==> src/rtl/intra_pred_pkg.sv <==
package intra_pred_pkg;

  localparam int MAX_DIM = 16;
  localparam int ROW_W   = $clog2(MAX_DIM);

  typedef enum logic [1:0] {
    MODE_HORZ = 2'd0,
    MODE_VERT = 2'd1,
    MODE_DC   = 2'd2,
    MODE_GRAD = 2'd3
  } predMode_t;

  typedef struct packed {
    logic             load;
    logic             advance;
    logic             busy;
    logic [ROW_W-1:0] rowIdx;
  } ctrlStrobes_t;

  function automatic logic [2:0] sizeToLog2(input logic [1:0] sizeCode);
    case (sizeCode)
      2'd0:    sizeToLog2 = 3'd2;
      2'd1:    sizeToLog2 = 3'd3;
      default: sizeToLog2 = 3'd4;
    endcase
  endfunction

endpackage

==> src/rtl/intra_pred_ctrl.sv <==
module intra_pred_ctrl
  import intra_pred_pkg::*;
(
  input  logic             clk,
  input  logic             rstN,
  input  logic             reqValid,
  output logic             reqReady,
  input  logic [1:0]       reqSize,
  output logic             rowValid,
  input  logic             rowReady,
  output logic             rowLast,
  output logic [ROW_W-1:0] rowIndex,
  output ctrlStrobes_t     strobes
);

  typedef enum logic {ST_IDLE, ST_EMIT} ctrlState_t;

  ctrlState_t       stateQ;
  logic [ROW_W-1:0] rowCntQ;
  logic [ROW_W-1:0] lastRowQ;
  logic             accept;
  logic             advance;
  logic             atLast;
  logic [2:0]       reqLog2;

  assign reqLog2  = sizeToLog2(reqSize);
  assign reqReady = (stateQ == ST_IDLE);
  assign rowValid = (stateQ == ST_EMIT);
  assign accept   = reqReady && reqValid;
  assign advance  = rowValid && rowReady;
  assign atLast   = (rowCntQ == lastRowQ);
  assign rowLast  = rowValid && atLast;
  assign rowIndex = rowCntQ;

  always_ff @(posedge clk or negedge rstN) begin
    if (!rstN) begin
      stateQ   <= ST_IDLE;
      rowCntQ  <= '0;
      lastRowQ <= '0;
    end else if (accept) begin
      stateQ   <= ST_EMIT;
      rowCntQ  <= '0;
      lastRowQ <= ROW_W'((1 << reqLog2) - 1);
    end else if (advance) begin
      if (atLast) begin
        stateQ <= ST_IDLE;
      end else begin
        rowCntQ <= rowCntQ + 1'b1;
      end
    end
  end

  always_comb begin
    strobes.load    = accept;
    strobes.advance = advance;
    strobes.busy    = rowValid;
    strobes.rowIdx  = rowCntQ;
  end

  assert_hold_row_R9: assert property (@(posedge clk) disable iff (!rstN)
    (rowValid && !rowReady) |=> (rowValid && $stable(rowIndex) && $stable(rowLast)));

  assert_reopen_after_last_R10: assert property (@(posedge clk) disable iff (!rstN)
    (rowValid && rowReady && rowLast) |=> reqReady);

  assert_closed_while_busy_R10: assert property (@(posedge clk) disable iff (!rstN)
    rowValid |-> !reqReady);

  assert_start_row_zero_R1: assert property (@(posedge clk) disable iff (!rstN)
    (reqValid && reqReady) |=> (rowValid && rowIndex == '0));

  assert_row_step_R1: assert property (@(posedge clk) disable iff (!rstN)
    (rowValid && rowReady && !rowLast) |=> (rowValid && rowIndex == $past(rowIndex) + 1'b1));

endmodule

==> src/rtl/intra_pred_dc.sv <==
module intra_pred_dc
  import intra_pred_pkg::*;
#(
  parameter int PIX_W = 8
) (
  input  logic [MAX_DIM*PIX_W-1:0] aboveFlat,
  input  logic [MAX_DIM*PIX_W-1:0] leftFlat,
  input  logic [2:0]               log2Dim,
  input  logic                     availAbove,
  input  logic                     availLeft,
  output logic [PIX_W-1:0]         dcVal
);

  localparam int SUM_W = PIX_W + $clog2(MAX_DIM) + 2;

  logic [SUM_W-1:0] sumAbove;
  logic [SUM_W-1:0] sumLeft;
  logic [SUM_W-1:0] dimVal;
  logic [SUM_W-1:0] avgVal;

  always_comb begin
    dimVal   = SUM_W'(1) << log2Dim;
    sumAbove = '0;
    sumLeft  = '0;
    for (int k = 0; k < MAX_DIM; k++) begin
      if (SUM_W'(k) < dimVal) begin
        sumAbove = sumAbove + SUM_W'(aboveFlat[k*PIX_W +: PIX_W]);
        sumLeft  = sumLeft  + SUM_W'(leftFlat[k*PIX_W +: PIX_W]);
      end
    end
    case ({availAbove, availLeft})
      2'b11:   avgVal = (sumAbove + sumLeft + dimVal) >> (log2Dim + 3'd1);
      2'b10:   avgVal = (sumAbove + (dimVal >> 1)) >> log2Dim;
      2'b01:   avgVal = (sumLeft + (dimVal >> 1)) >> log2Dim;
      default: avgVal = SUM_W'(1) << (PIX_W - 1);
    endcase
    dcVal = avgVal[PIX_W-1:0];
  end

endmodule

==> src/rtl/intra_pred_dp.sv <==
module intra_pred_dp
  import intra_pred_pkg::*;
#(
  parameter int PIX_W = 8
) (
  input  logic                     clk,
  input  logic                     rstN,
  input  ctrlStrobes_t             strobes,
  input  logic [1:0]               reqMode,
  input  logic [1:0]               reqSize,
  input  logic                     aboveAvail,
  input  logic                     leftAvail,
  input  logic [MAX_DIM*PIX_W-1:0] abovePix,
  input  logic [MAX_DIM*PIX_W-1:0] leftPix,
  input  logic [PIX_W-1:0]         cornerPix,
  output logic [MAX_DIM*PIX_W-1:0] rowData
);

  localparam int GRAD_W  = PIX_W + 2;
  localparam int PIX_MAX = (1 << PIX_W) - 1;

  predMode_t                modeQ;
  logic [2:0]               log2Q;
  logic                     availAboveQ;
  logic                     availLeftQ;
  logic [MAX_DIM*PIX_W-1:0] aboveQ;
  logic [MAX_DIM*PIX_W-1:0] leftQ;
  logic [PIX_W-1:0]         cornerQ;
  logic [PIX_W-1:0]         dcVal;
  logic [PIX_W-1:0]         leftSel;
  logic [ROW_W:0]           dimQ;
  logic [PIX_W-1:0]         laneVal [MAX_DIM];

  always_ff @(posedge clk or negedge rstN) begin
    if (!rstN) begin
      modeQ       <= MODE_HORZ;
      log2Q       <= 3'd2;
      availAboveQ <= 1'b0;
      availLeftQ  <= 1'b0;
      aboveQ      <= '0;
      leftQ       <= '0;
      cornerQ     <= '0;
    end else if (strobes.load) begin
      modeQ       <= predMode_t'(reqMode);
      log2Q       <= sizeToLog2(reqSize);
      availAboveQ <= aboveAvail;
      availLeftQ  <= leftAvail;
      aboveQ      <= abovePix;
      leftQ       <= leftPix;
      cornerQ     <= cornerPix;
    end
  end

  assign dimQ    = (ROW_W+1)'(1) << log2Q;
  assign leftSel = leftQ[strobes.rowIdx*PIX_W +: PIX_W];

  intra_pred_dc #(.PIX_W(PIX_W)) u_dc (
    .aboveFlat (aboveQ),
    .leftFlat  (leftQ),
    .log2Dim   (log2Q),
    .availAbove(availAboveQ),
    .availLeft (availLeftQ),
    .dcVal     (dcVal)
  );

  for (genvar j = 0; j < MAX_DIM; j++) begin : g_lane
    logic [PIX_W-1:0]         abovePx;
    logic signed [GRAD_W-1:0] gradRaw;
    logic [PIX_W-1:0]         gradSat;

    assign abovePx = aboveQ[j*PIX_W +: PIX_W];
    assign gradRaw = $signed({2'b00, leftSel}) + $signed({2'b00, abovePx})
                   - $signed({2'b00, cornerQ});

    always_comb begin
      if (gradRaw < 0)                         gradSat = '0;
      else if (gradRaw > GRAD_W'(PIX_MAX))     gradSat = PIX_W'(PIX_MAX);
      else                                     gradSat = gradRaw[PIX_W-1:0];
    end

    always_comb begin
      if ((ROW_W+1)'(j) >= dimQ) begin
        laneVal[j] = '0;
      end else begin
        case (modeQ)
          MODE_HORZ: laneVal[j] = leftSel;
          MODE_VERT: laneVal[j] = abovePx;
          MODE_DC:   laneVal[j] = dcVal;
          default:   laneVal[j] = gradSat;
        endcase
      end
    end

    assign rowData[j*PIX_W +: PIX_W] = laneVal[j];

    if (j > 0) begin : g_uniform
      assert_uniform_row_R2: assert property (@(posedge clk) disable iff (!rstN)
        (strobes.busy && (modeQ == MODE_HORZ || modeQ == MODE_DC) && (ROW_W+1)'(j) < dimQ)
          |-> (laneVal[j] == laneVal[0]));
    end
  end

  assert_vert_repeat_R3: assert property (@(posedge clk) disable iff (!rstN)
    (strobes.busy && strobes.advance && modeQ == MODE_VERT) |=> $stable(rowData));

  assert_hold_data_R9: assert property (@(posedge clk) disable iff (!rstN)
    (strobes.busy && !strobes.advance) |=> $stable(rowData));

  assert_no_reload_busy_R11: assert property (@(posedge clk) disable iff (!rstN)
    strobes.busy |-> !strobes.load);

endmodule

==> src/rtl/intra_pred_top.sv <==
module intra_pred_top
  import intra_pred_pkg::*;
#(
  parameter int PIX_W = 8
) (
  input  logic                     clk,
  input  logic                     rstN,
  input  logic                     reqValid,
  output logic                     reqReady,
  input  logic [1:0]               reqMode,
  input  logic [1:0]               reqSize,
  input  logic                     aboveAvail,
  input  logic                     leftAvail,
  input  logic [MAX_DIM*PIX_W-1:0] abovePix,
  input  logic [MAX_DIM*PIX_W-1:0] leftPix,
  input  logic [PIX_W-1:0]         cornerPix,
  output logic                     rowValid,
  input  logic                     rowReady,
  output logic [MAX_DIM*PIX_W-1:0] rowData,
  output logic [ROW_W-1:0]         rowIndex,
  output logic                     rowLast
);

  ctrlStrobes_t strobes;

  intra_pred_ctrl u_ctrl (
    .clk     (clk),
    .rstN    (rstN),
    .reqValid(reqValid),
    .reqReady(reqReady),
    .reqSize (reqSize),
    .rowValid(rowValid),
    .rowReady(rowReady),
    .rowLast (rowLast),
    .rowIndex(rowIndex),
    .strobes (strobes)
  );

  intra_pred_dp #(.PIX_W(PIX_W)) u_dp (
    .clk       (clk),
    .rstN      (rstN),
    .strobes   (strobes),
    .reqMode   (reqMode),
    .reqSize   (reqSize),
    .aboveAvail(aboveAvail),
    .leftAvail (leftAvail),
    .abovePix  (abovePix),
    .leftPix   (leftPix),
    .cornerPix (cornerPix),
    .rowData   (rowData)
  );

endmodule

==> config.mk <==
export PLATFORM = sky130hd
export DESIGN_NAME = intra_pred_top
export DESIGN_NICKNAME = d
export VERILOG_FILES = /design/src/rtl/intra_pred_pkg.sv /design/src/rtl/intra_pred_ctrl.sv /design/src/rtl/intra_pred_dc.sv /design/src/rtl/intra_pred_dp.sv /design/src/rtl/intra_pred_top.sv
export SDC_FILE = /design/constraint.sdc
export NUM_CORES = 2
export LEC_CHECK = 0
export ABC_AREA = 1
export CAP_MARGIN = 20
export CORE_ASPECT_RATIO = 1.25
export CORE_MARGIN = 2
export CORE_UTILIZATION = 40
export CTS_CLUSTER_DIAMETER = 50
export DETAILED_ROUTE_END_ITERATION = 12
export PLACE_DENSITY = 0.69
export SYNTH_ARGS = -nofsm -noshare
export SYNTH_HDL_FRONTEND = slang
export SYNTH_SLANG_ARGS = --single-unit
==> constraint.sdc <==
create_clock -name clk -period 40.2 [get_ports clk]
set_input_delay 8.04 -clock clk [delete_from_list [all_inputs] [get_ports clk]]
set_output_delay 8.04 -clock clk [all_outputs]
set_load 0.01 [all_outputs]
==> results_dict.tcl <==
set metrics [dict create \
    syn2layout_area_growth_pct 18.1 \
    crit_type "reg2out" \
    clock-sinks 279 \
    port-buffer-count 408 \
    fp.dieW_um 289 \
    slew_viol_final 0 \
    crit_buf_inv 25 \
    hold_buffers 0 \
    synth-seq-area-share 0.172 \
    dieHeight_um 360 \
    cts_root_buffer "clkbuf_16" \
    synthTopCellsByArea "dfrtp_1, nand2_1, ha_1" \
    wirelength_um 159000 \
    synth.distinct_cells 54 \
    ys_ff_latch 279 \
    die_area_mm2 0.104 \
    cts_tree "built" \
    drtAntennaViolNets 0 \
    drv_cap 0 \
    avgViaCountPerCell 5.41 \
    stdcell_area_mm2 0.0478 \
    drt_iter0_markers 3007 \
    start_util 0.403 \
    setup.worst_path.start_class "flop" \
    track_usage 0.301 \
    final_common_cell "nand2_1" \
    grt_pass1_wl_um 240000 \
    crit_family "adder cells" \
    cp_max_fo 37 \
    finalClockSkew_ps 22.6 \
    cts_inserted_buffers 51 \
    cts_setup_buffers 0 \
    syn_inst 6250 \
    wl_per_cell_um 20.1 \
    synth_warnings 0 \
    grt_start_max_net_pins 156 \
    clkLatencyLatePin_ps 620 \
    synth_top_area_frac 0.172 \
    placed_area_mm2 0.0460 \
    final.setup.tns_ps 0 \
    vias 43000 \
    htreeDepth 2 \
    yosysTopAreaCell "dfrtp_1" \
    drive_gt1_frac 0.0540 \
    outcome "finished, final reports clean" \
    utilization 0.476 \
    worstPathArrival_ps 22860 \
    synth-edff-count 0 \
    overflow 0 \
    hp-class "reg2reg" \
    layout_common_cells "nand2_1, inv_1, o21ai_0" \
    max_slew_margin 0.275 \
    synth_ff_type "dfrtp_1" \
    dp_slack_ps 9930 \
    cpMostUsedCell "inv_1" \
    nNetsFinal 7456 \
    critical-path-slowest-cell "dfrtp_1" \
    hpwl_um 123000 \
    antenna_found_initial 0 \
    clkTransAtPathRegs_ps 50 \
    worstPathRequired_ps 32160 \
    ios 409 \
    worstMarginPinSlew_ps 1090 \
    fin_ws_ps 9300 \
    diodes 0 \
    post-route-period-util 0.769 \
    cp-end-kind "output port" \
    fmax_ghz 0.0324 \
    rows 130 \
    first_pass_iters 5 \
    cts_buffer_depth 3 \
    critPathMaxStageDelay_ps 920 \
    netlist_area_mm2 0.0405 \
    grt_pass1_vias 42000 \
    place.gp.congestion 0.981 \
    period_needed_ps 30900 \
    drcViolationCount 0 \
    core_area_mm2 0.101 \
    setup_viol 0 \
    syn-num-nets 7115 \
    synthArstFlopShare 1.00 \
    cts_resized 0 \
    rsz0062_at_grt "no" \
    hold_viol_final 0 \
    avgSynthCellArea_um2 6.48 \
]
synth_stat cells, types with 9 or more instances:
master and n:
o211ai_1 16, o31ai_1 31, and2_1 17, nand2_1 1616
nand3_1 258, nand3_2 26, o21ai_1 38, a21oi_4 10
a21oi_2 11, inv_2 31, or2_2 16, inv_1 991
a21oi_1 504, dfrtp_1 278, nor3_1 30, nand3b_1 22
o22ai_1 15, nand2_4 9, ha_1 423, nor2_1 471
buf_1 19, xnor2_1 80, fa_1 168, nand2_2 56
clkinv_1 11, a21o_1 18, o21bai_1 41, clkbuf_1 147
nor2_2 12, nor3b_1 24, nand4_1 15, a211oi_1 31
xor2_1 121, a31oi_1 30, o21ai_0 600, o221ai_1 21
area by class of cell:
class,count,area (um2)
clock inverters,37,442
inverters,1034,3890
clock buffers,58,1370
well taps,1320,1650
flip-flops and latches,279,6990
fillers,10300,52700
multi-input cells,4761,29000
repair buffers,464,4530
registers in the layout, indices dropped and copies added (netlist names):
| signal | flops |
|---|---|
| u_dp.aboveQ | 128 |
| u_dp.leftQ | 128 |
| u_dp.cornerQ | 8 |
| u_ctrl.lastRowQ | 4 |
| u_ctrl.rowIndex | 4 |
| u_dp.log2Q | 2 |
| u_dp.modeQ | 2 |
| u_ctrl.rowValid | 1 |
| u_dp.availAboveQ | 1 |
| u_dp.availLeftQ | 1 |
kinds of logic (layout without fill, tap and decap cells):
| group | after synthesis | after routing | share of synthesized area |
|---|---|---|---|
| flip-flops | 279 | 279 | 0.172 |
| XOR/XNOR | 202 | 202 | 0.0439 |
| buffers and inverters | 1210 | 1593 | 0.113 |
| multiplexers | 3 | 3 | 0.000742 |
| AO/OA/AOI/OAI | 1379 | 1379 | 0.187 |
| adder cells (fa/ha/maj) | 591 | 591 | 0.214 |
| AND/OR/NAND/NOR | 2586 | 2586 | 0.269 |
per-stage QoR:
stage / std cells / hold WS, ps
4_1_cts: 7953 / 491
3_5_place_dp: 7858 / 479
3_3_place_gp: 7857 / 473
2_1_floorplan: 6250 / 462
6_report: 7953 / 483
5_1_grt: 7953 / 506
routing by layer:
metal / global-route usage / vias to the layer above / wire length, um
met5: 0 / - / 0
met4: 0.165 / 0 / 10200
met3: 0.0447 / 452 / 11800
met2: 0.504 / 1669 / 73300
met1: 0.370 / 20100 / 64200
li1: - / 20800 / -
worst register-to-register path: cells and delay by family, from the launching register on:
kind,cells,cell delay [ps]
buffers and inverters,3,1940
DFF,1,410
and+or+nand+nor,3,980
worst paths after layout:
path | start | end | slack, ps | cells after the start
min in group asynchronous | rstN | u_dp.aboveQ[19]$_DFFE_PN0P_ | 7380 | 1
max in group asynchronous | rstN | u_dp.aboveQ[112]$_DFFE_PN0P_ | 30520 | 3
max reg2reg | u_ctrl.rowValid$_DFFE_PN0P_ | u_dp.leftQ[123]$_DFFE_PN0P_ | 36770 | 6
min | u_ctrl.lastRowQ[0]$_DFFE_PN0P_ | u_ctrl.lastRowQ[0]$_DFFE_PN0P_ | 480 | 1
max | u_dp.log2Q[0]$_DFFE_PN0P_ | rowData[127] | 9300 | 102
min reg2reg | u_ctrl.lastRowQ[0]$_DFFE_PN0P_ | u_ctrl.lastRowQ[0]$_DFFE_PN0P_ | 480 | 1
Power is not shown: default switching activity piles up to over one toggle a cycle in this logic, so the estimate is an artifact.
